===== config.mk =====
export PLATFORM = sky130hd
export DESIGN_NAME = pn_spreader
export DESIGN_NICKNAME = d
export VERILOG_FILES = /design/src/rtl/pn_spread_pkg.sv /design/src/rtl/pn_mode_reg.sv /design/src/rtl/pn_sym_builder.sv /design/src/rtl/pn_chip_seq.sv /design/src/rtl/pn_spreader.sv
export SDC_FILE = /design/constraint.sdc
export NUM_CORES = 1
export LEC_CHECK = 0
export BUFFER_PORTS_ARGS = -buffer_cell sky130_fd_sc_hd__buf_2
export CORE_UTILIZATION = 53
export DETAILED_ROUTE_END_ITERATION = 8
export GPL_TIMING_DRIVEN = 0
export PLACE_DENSITY = 0.78
export REMOVE_ABC_BUFFERS = 1
export SLEW_MARGIN = 30
export SYNTH_ARGS = -nofsm -noshare
export SYNTH_HDL_FRONTEND = slang
export SYNTH_SLANG_ARGS = --single-unit

===== constraint.sdc =====
create_clock -name clk -period 1.89 [get_ports clk]
set_input_delay 0.378 -clock clk [delete_from_list [all_inputs] [get_ports clk]]
set_output_delay 0.378 -clock clk [all_outputs]
set_load 0.01 [all_outputs]

===== src/rtl/pn_spread_pkg.sv =====
package pn_spread_pkg;

    localparam int CODE_W  = 64;
    localparam int HALF_W  = CODE_W / 2;
    localparam int IDX_W   = $clog2(CODE_W);
    localparam int REG_W   = 8;
    localparam int OSP_W   = 4;

    // bit 2: code width, bit 1: rate, bit 0: fine sampling
    typedef struct packed {
        logic wide32;
        logic dual;
        logic fine;
    } mode_t;

    typedef enum logic [1:0] {
        SYM_W64 = 2'd0,
        SYM_N32 = 2'd1,
        SYM_DDR = 2'd2
    } sym_kind_e;

    typedef struct packed {
        logic [CODE_W-1:0] chips;  // left aligned, sent from MSB
        logic              long64;
        logic              os12;
    } sym_t;

    function automatic logic mode_ok(mode_t m);
        logic bad;
        bad = (!m.wide32 && (m.dual || m.fine)) || (m.wide32 && m.dual && m.fine);
        return !bad;
    endfunction

    function automatic sym_kind_e kind_of(mode_t m);
        if (!m.wide32)   return SYM_W64;
        else if (m.dual) return SYM_DDR;
        else             return SYM_N32;
    endfunction

    function automatic sym_t build_sym(mode_t m, logic [CODE_W-1:0] code,
                                       logic b_hold, logic b_now);
        sym_t              s;
        logic [HALF_W-1:0] hi;
        logic [HALF_W-1:0] lo;
        logic [HALF_W-1:0] pick;
        hi     = code[CODE_W-1:HALF_W];
        lo     = code[HALF_W-1:0];
        pick   = b_hold ? hi : lo;
        s      = '0;
        s.os12 = (kind_of(m) == SYM_N32) && m.fine;
        unique case (kind_of(m))
            SYM_W64: begin
                s.chips  = b_now ? code : ~code;
                s.long64 = 1'b1;
            end
            SYM_N32: begin
                s.chips  = {(b_now ? hi : lo), {HALF_W{1'b0}}};
                s.long64 = 1'b0;
            end
            default: begin
                s.chips  = {(b_now ? pick : ~pick), {HALF_W{1'b0}}};
                s.long64 = 1'b0;
            end
        endcase
        return s;
    endfunction

endpackage


===== src/rtl/pn_mode_reg.sv =====
module pn_mode_reg
    import pn_spread_pkg::*;
(
    input  logic             clk,
    input  logic             rst,
    input  logic             we,
    input  logic [REG_W-1:0] wdata,
    output mode_t            mode,
    output logic [REG_W-1:0] rdata,
    output logic             err
);

    mode_t wr_mode;
    logic  rsvd_seen;

    assign wr_mode   = mode_t'(wdata[2:0]);
    assign rsvd_seen = |wdata[REG_W-1:3];

    always_ff @(posedge clk) begin
        if (rst) begin
            mode <= '0;
            err  <= 1'b0;
        end else if (we) begin
            if (mode_ok(wr_mode)) begin
                mode <= wr_mode;
                err  <= 1'b0;
            end else begin
                err  <= 1'b1;
            end
        end
    end

    assign rdata = {{(REG_W-3){1'b0}}, mode};

    assert_bad_write_flag_R2: assert property (@(posedge clk) disable iff (rst)
        we && !mode_ok(wr_mode) |=> err);
    assert_bad_write_hold_R2: assert property (@(posedge clk) disable iff (rst)
        we && !mode_ok(wr_mode) |=> mode == $past(mode));
    assert_good_write_clear_R2: assert property (@(posedge clk) disable iff (rst)
        we && mode_ok(wr_mode) |=> !err && mode == $past(wr_mode));
    assert_rsvd_ignored_R1: assert property (@(posedge clk) disable iff (rst)
        we && rsvd_seen && mode_ok(wr_mode) |=> rdata[2:0] == $past(wdata[2:0]));

endmodule


===== src/rtl/pn_sym_builder.sv =====
module pn_sym_builder
    import pn_spread_pkg::*;
(
    input  logic              clk,
    input  logic              rst,
    input  mode_t             mode,
    input  logic [CODE_W-1:0] code,
    input  logic              bit_valid,
    input  logic              bit_data,
    input  logic              seq_busy,
    input  logic              seq_last,
    output logic              bit_ready,
    output logic              load,
    output sym_t              sym
);

    logic half_have;
    logic half_bit;
    logic ddr;
    logic take;
    logic first_of_pair;

    assign ddr           = (kind_of(mode) == SYM_DDR);
    assign first_of_pair = ddr && !half_have;
    assign bit_ready     = !seq_busy || seq_last || first_of_pair;
    assign take          = bit_valid && bit_ready;
    assign load          = take && !first_of_pair;
    assign sym           = build_sym(mode, code, half_bit, bit_data);

    always_ff @(posedge clk) begin
        if (rst) begin
            half_have <= 1'b0;
            half_bit  <= 1'b0;
        end else if (take) begin
            if (first_of_pair) begin
                half_have <= 1'b1;
                half_bit  <= bit_data;
            end else begin
                half_have <= 1'b0;
            end
        end
    end

    assert_pair_first_held_R5: assert property (@(posedge clk) disable iff (rst)
        take && first_of_pair |=> half_have && half_bit == $past(bit_data));
    assert_pair_consumed_R5: assert property (@(posedge clk) disable iff (rst)
        load |=> !half_have);

endmodule


===== src/rtl/pn_chip_seq.sv =====
module pn_chip_seq
    import pn_spread_pkg::*;
#(
    parameter int SAMPLE_CYC = 1
) (
    input  logic             clk,
    input  logic             rst,
    input  logic             load,
    input  sym_t             sym,
    output logic             busy,
    output logic             last,
    output logic             chip_en,
    output logic             chip_out,
    output logic [OSP_W-1:0] os_phase
);

    localparam int CPC   = 12 * SAMPLE_CYC;
    localparam int CNT_W = $clog2(CPC);
    localparam logic [CNT_W-1:0] CNT_END = CNT_W'(CPC - 1);
    localparam logic [CNT_W-1:0] DIV12   = CNT_W'(SAMPLE_CYC);
    localparam logic [CNT_W-1:0] DIV6    = CNT_W'(2 * SAMPLE_CYC);
    localparam logic [IDX_W-1:0] END64   = IDX_W'(CODE_W - 1);
    localparam logic [IDX_W-1:0] END32   = IDX_W'(HALF_W - 1);

    logic [CNT_W-1:0]  cnt;
    logic [IDX_W-1:0]  cidx;
    logic [CODE_W-1:0] sreg;
    logic              long_q;
    logic              os12_q;
    logic              chip_end;

    assign chip_end = busy && (cnt == CNT_END);
    assign last     = chip_end && (cidx == (long_q ? END64 : END32));

    always_ff @(posedge clk) begin
        if (rst) begin
            busy   <= 1'b0;
            cnt    <= '0;
            cidx   <= '0;
            sreg   <= '0;
            long_q <= 1'b0;
            os12_q <= 1'b0;
        end else if (load) begin
            busy   <= 1'b1;
            cnt    <= '0;
            cidx   <= '0;
            sreg   <= sym.chips;
            long_q <= sym.long64;
            os12_q <= sym.os12;
        end else if (busy) begin
            if (chip_end) begin
                cnt  <= '0;
                sreg <= {sreg[CODE_W-2:0], 1'b0};
                cidx <= cidx + 1'b1;
                if (last) busy <= 1'b0;
            end else begin
                cnt <= cnt + 1'b1;
            end
        end
    end

    assign chip_en  = busy && (cnt == '0);
    assign chip_out = busy && sreg[CODE_W-1];
    assign os_phase = !busy ? '0 :
                      os12_q ? OSP_W'(cnt / DIV12) : OSP_W'(cnt / DIV6);

    assert_load_at_boundary_R8: assert property (@(posedge clk) disable iff (rst)
        load |-> (!busy || last));
    assert_chip_pulse_R6: assert property (@(posedge clk) disable iff (rst)
        chip_en |=> !chip_en);
    assert_chip_hold_R6: assert property (@(posedge clk) disable iff (rst)
        busy && !chip_end |=> chip_out == $past(chip_out));
    assert_phase_range_R7: assert property (@(posedge clk) disable iff (rst)
        busy && !os12_q |-> os_phase < 4'd6);
    assert_idle_phase_R7: assert property (@(posedge clk) disable iff (rst)
        !busy |-> os_phase == '0 && !chip_en);

endmodule


===== src/rtl/pn_spreader.sv =====
module pn_spreader
    import pn_spread_pkg::*;
#(
    parameter int SAMPLE_CYC = 1
) (
    input  logic              clk,
    input  logic              rst,
    input  logic              mode_we,
    input  logic [REG_W-1:0]  mode_wdata,
    output logic [REG_W-1:0]  mode_rdata,
    output logic              mode_err,
    input  logic [CODE_W-1:0] code_word,
    input  logic              bit_valid,
    input  logic              bit_data,
    output logic              bit_ready,
    output logic              chip_en,
    output logic              chip_out,
    output logic [OSP_W-1:0]  os_phase
);

    mode_t mode;
    logic  seq_busy;
    logic  seq_last;
    logic  load;
    sym_t  sym;

    pn_mode_reg u_mode (
        .clk   (clk),
        .rst   (rst),
        .we    (mode_we),
        .wdata (mode_wdata),
        .mode  (mode),
        .rdata (mode_rdata),
        .err   (mode_err)
    );

    pn_sym_builder u_build (
        .clk       (clk),
        .rst       (rst),
        .mode      (mode),
        .code      (code_word),
        .bit_valid (bit_valid),
        .bit_data  (bit_data),
        .seq_busy  (seq_busy),
        .seq_last  (seq_last),
        .bit_ready (bit_ready),
        .load      (load),
        .sym       (sym)
    );

    pn_chip_seq #(.SAMPLE_CYC(SAMPLE_CYC)) u_seq (
        .clk      (clk),
        .rst      (rst),
        .load     (load),
        .sym      (sym),
        .busy     (seq_busy),
        .last     (seq_last),
        .chip_en  (chip_en),
        .chip_out (chip_out),
        .os_phase (os_phase)
    );

    assert_ready_when_idle_R8: assert property (@(posedge clk) disable iff (rst)
        !seq_busy |-> bit_ready);

endmodule


==> metrics.yaml <==
run_status:
  outcome: "finished, violations left"
  failed_checks: "setup timing"
global_routing:
  grt_first_pass_wirelength_microns: 31680
  grt_pass1_vias: 6303
  grt_overflow_total: 0
  grt_max_degree: 95
  antenna_found_initial: 0
  grtUsageTotal: 0.3436
route:
  drtAntennaViolNets: 0
  drc: 0
  dr_total_vias: 6768
  wl_microns: 21340
  drtIter0Drc: 822
  avgRoutedWirePerCell_microns: 22.28
  viasPerCell: 7.065
  detailedRoute.firstPassIterationCount: 8
synth:
  ys_seq_area_frac: 0.2719
  synth.distinct_cells: 44
  synthMuxAreaShare: 0.1229
  syn-cell-area_sq_um: 6111
  synthAdderAreaFrac: 0.006143
  syn_area_per_cell_sq_um: 8.105
  synth_top_family_by_area: "compound AO/OA/AOI/OAI gates"
  synth-simple-area-share: 0.1790
  synth-xor-area-share: 0.05446
  yosys_warnings: 0
  synth-async-reset-ratio: 0
  synth-edff-count: 0
  ys_ff_latch: 83
  synth-compound-area-share: 0.2985
  synth_ff_type: "dfxtp_1"
  synth_cells: 754
setup_path:
  critPathRequiredTime_ns: 2.10
  crit_type: "register to register"
  crit_arrival_ns: 2.31
  setup.worst_path.end_class: "register"
  crit_fanout: 13
  start_kind: "register"
die:
  die_x_microns: 109.4
  die_y_microns: 109.4
  initial_core_util: 0.5540
  row_count: 38
  core_area_sq_um: 11030
  pin_count: 93
  die_area_sq_um: 11960
worst_hold_path:
  holdCritPathClass: "input port to register"
placement:
  dp_hpwl_microns: 10200
  io_buffers: 82
  placed_cells: 899
  place_congestion: 0.7131
  place_ws_ns: -0.9359
cells_and_area:
  finalNetCount: 893
  seq_area_sq_um: 1692
  area_growth_pct: 26.72
  n_fill_cell: 797
  drive_gt1_frac: 0.2824
  multi_input_area_sq_um: 4409
  n_antenna_cell: 0
  final_cell_count_no_fill: 958
cts:
  path_clk_slew_ns: 0.07
  numClockSinks: 83
  cts_root_buf: "clkbuf_16"
  htreeDepth: 3
  cts_buffer_depth: 2
  cts_tree: "yes"
  clk_latency_ns: 0.35
  cts_buffers: 9
sta:
  finClkSkew_ns: 0.01097
  setup_viol: 77
  drv_slew: 0
  slew_headroom: 0.6131
  rsz0062_at_grt: "yes"
  fmax_mhz: 475.4
  fin_crit_sh: 1.113
  hold_viol_final: 0
  setup_ws_ns: -0.2135
  fin_crit_ns: 2.103
  tightest_slew_ns: 0.5804
pwr:
  finalPower_mw: 5.012
  ir_drop_v: 0.0004498
  leakagePower_nw: 3.013
  powerDensity_nw_per_um2: 647.3
run:
  maxCapViolCount: 0
==> report_power, final <==
part	switching [mW]	total [mW]	internal (mW)
Sequential	0.0719	1.92	1.85
Combinational	0.630	1.13	0.504
Clock	0.731	1.96	1.23
==> synthesized netlist by cell type, types with 32 or more instances <==
master    count  area [sq um]
a21oi_1      40         200.2
a221o_1      32         320.3
a221oi_1     32         280.3
a22oi_1      33         247.7
clkbuf_1     67         251.5
dfxtp_1      83          1662
mux2i_1      39         390.4
nand2_1     104         390.4
nand2b_1     32         200.2
o21ai_0      41         205.2
o221ai_1     32         280.3
or4_1        32         240.2
xor2_1       35         306.5
==> final timing paths <==
kind / start / to / slack, ns / cells past startpoint
worst max-delay path: u_seq.cnt[1] / u_seq.sreg[0] / -0.21 / 9
worst min-delay path: mode_wdata[1] / u_mode.mode[1] / 0.31 / 3
worst max register to register: u_seq.cnt[1] / u_seq.sreg[0] / -0.21 / 9
worst min register to register: u_mode.err / u_mode.err / 0.49 / 2
==> cells by family after synthesis <==
group	after synthesis
AOI/OAI and AO/OA	247
and+or+nand+nor	212
buffers and inverters	99
DFF	83
muxes	71
xor gates and xnor gates	38
adders and majority gates	3
other	1
==> placed cells by master, fill, tap and decap left out, types with 7 or more instances in the layout <==
cell type	count
dfxtp_1	71
buf_6	16
o31ai_1	25
mux2i_1	39
nand2_1	103
a221o_1	32
clkbuf_16	12
a21oi_1	40
or4_1	24
a221oi_1	32
xor2_1	34
mux2_2	30
o21ai_0	38
buf_4	18
o221ai_1	32
nor2_1	7
buf_2	80
or4_4	8
nand2b_1	32
a22oi_1	33
nor3_1	14
==> area by class of cell <==
| cell class | instances | area share |
|---|---|---|
| flip-flops and latches | 83 | 0.2185 |
| repair buffers | 131 | 0.1435 |
| multi-input cells | 582 | 0.5694 |
| clock buffers | 12 | 0.03312 |
| clock inverters | 4 | 0.009371 |
| inverters | 6 | 0.003555 |
| well taps | 140 | 0.02262 |
==> sequential cells by signal (all words and copies together), names as in the netlist <==
register / count
u_build.half_bit: 1
u_build.half_have: 1
u_mode.err: 1
u_mode.mode: 3
u_seq.busy: 1
u_seq.cidx: 6
u_seq.cnt: 4
u_seq.long_q: 1
u_seq.os12_q: 1
u_seq.sreg: 64
==> critical path, stage by stage, from the launching register on <==
cell and delay, ns:
dfxtp_4 0.36, ha_4 0.15, nand4b_4 0.13, o41a_4 0.48
buf_4 0.15, buf_4 0.13, nor2_4 0.12, buf_4 0.15
buf_12 0.15, o21ai_1 0.13
==> layer usage <==
layer / wire length, microns / track usage / vias to the layer above
met5: 0 / 0 / -
met4: 1034 / 0.1867 / 0
met3: 1962 / 0.07943 / 103
met2: 10170 / 0.5782 / 434
met1: 8173 / 0.4040 / 3219
li1: - / - / 3012
==> metrics by stage <==
stage | utilization | instance area [sq um] | hold slack [ns] | setup TNS [ns]
finish | 0.7020 | 7744 | 0.3095 | -8.506
global route | 0.7020 | 7744 | 0.3365 | -12.63
CTS | 0.6870 | 7579 | 0.3164 | -4.712
detailed placement | 0.6021 | 6641 | 0.4819 | -66.98
global placement | 0.5736 | 6327 | 0.4808 | -285.53
floorplan | - | 5742 | 0.4471 | -148.69
==> timing repair <==
action                                  4_1_cts  5_1_grt
gates cloned                                  8        4
pin swaps                                    28        5
buffers inserted                             31        4
gates resized for setup                      51       30
hold buffers                                  0        0
endpoints found under the setup margin       78       79
No activity file was read; power rests on OpenSTA's default activity.
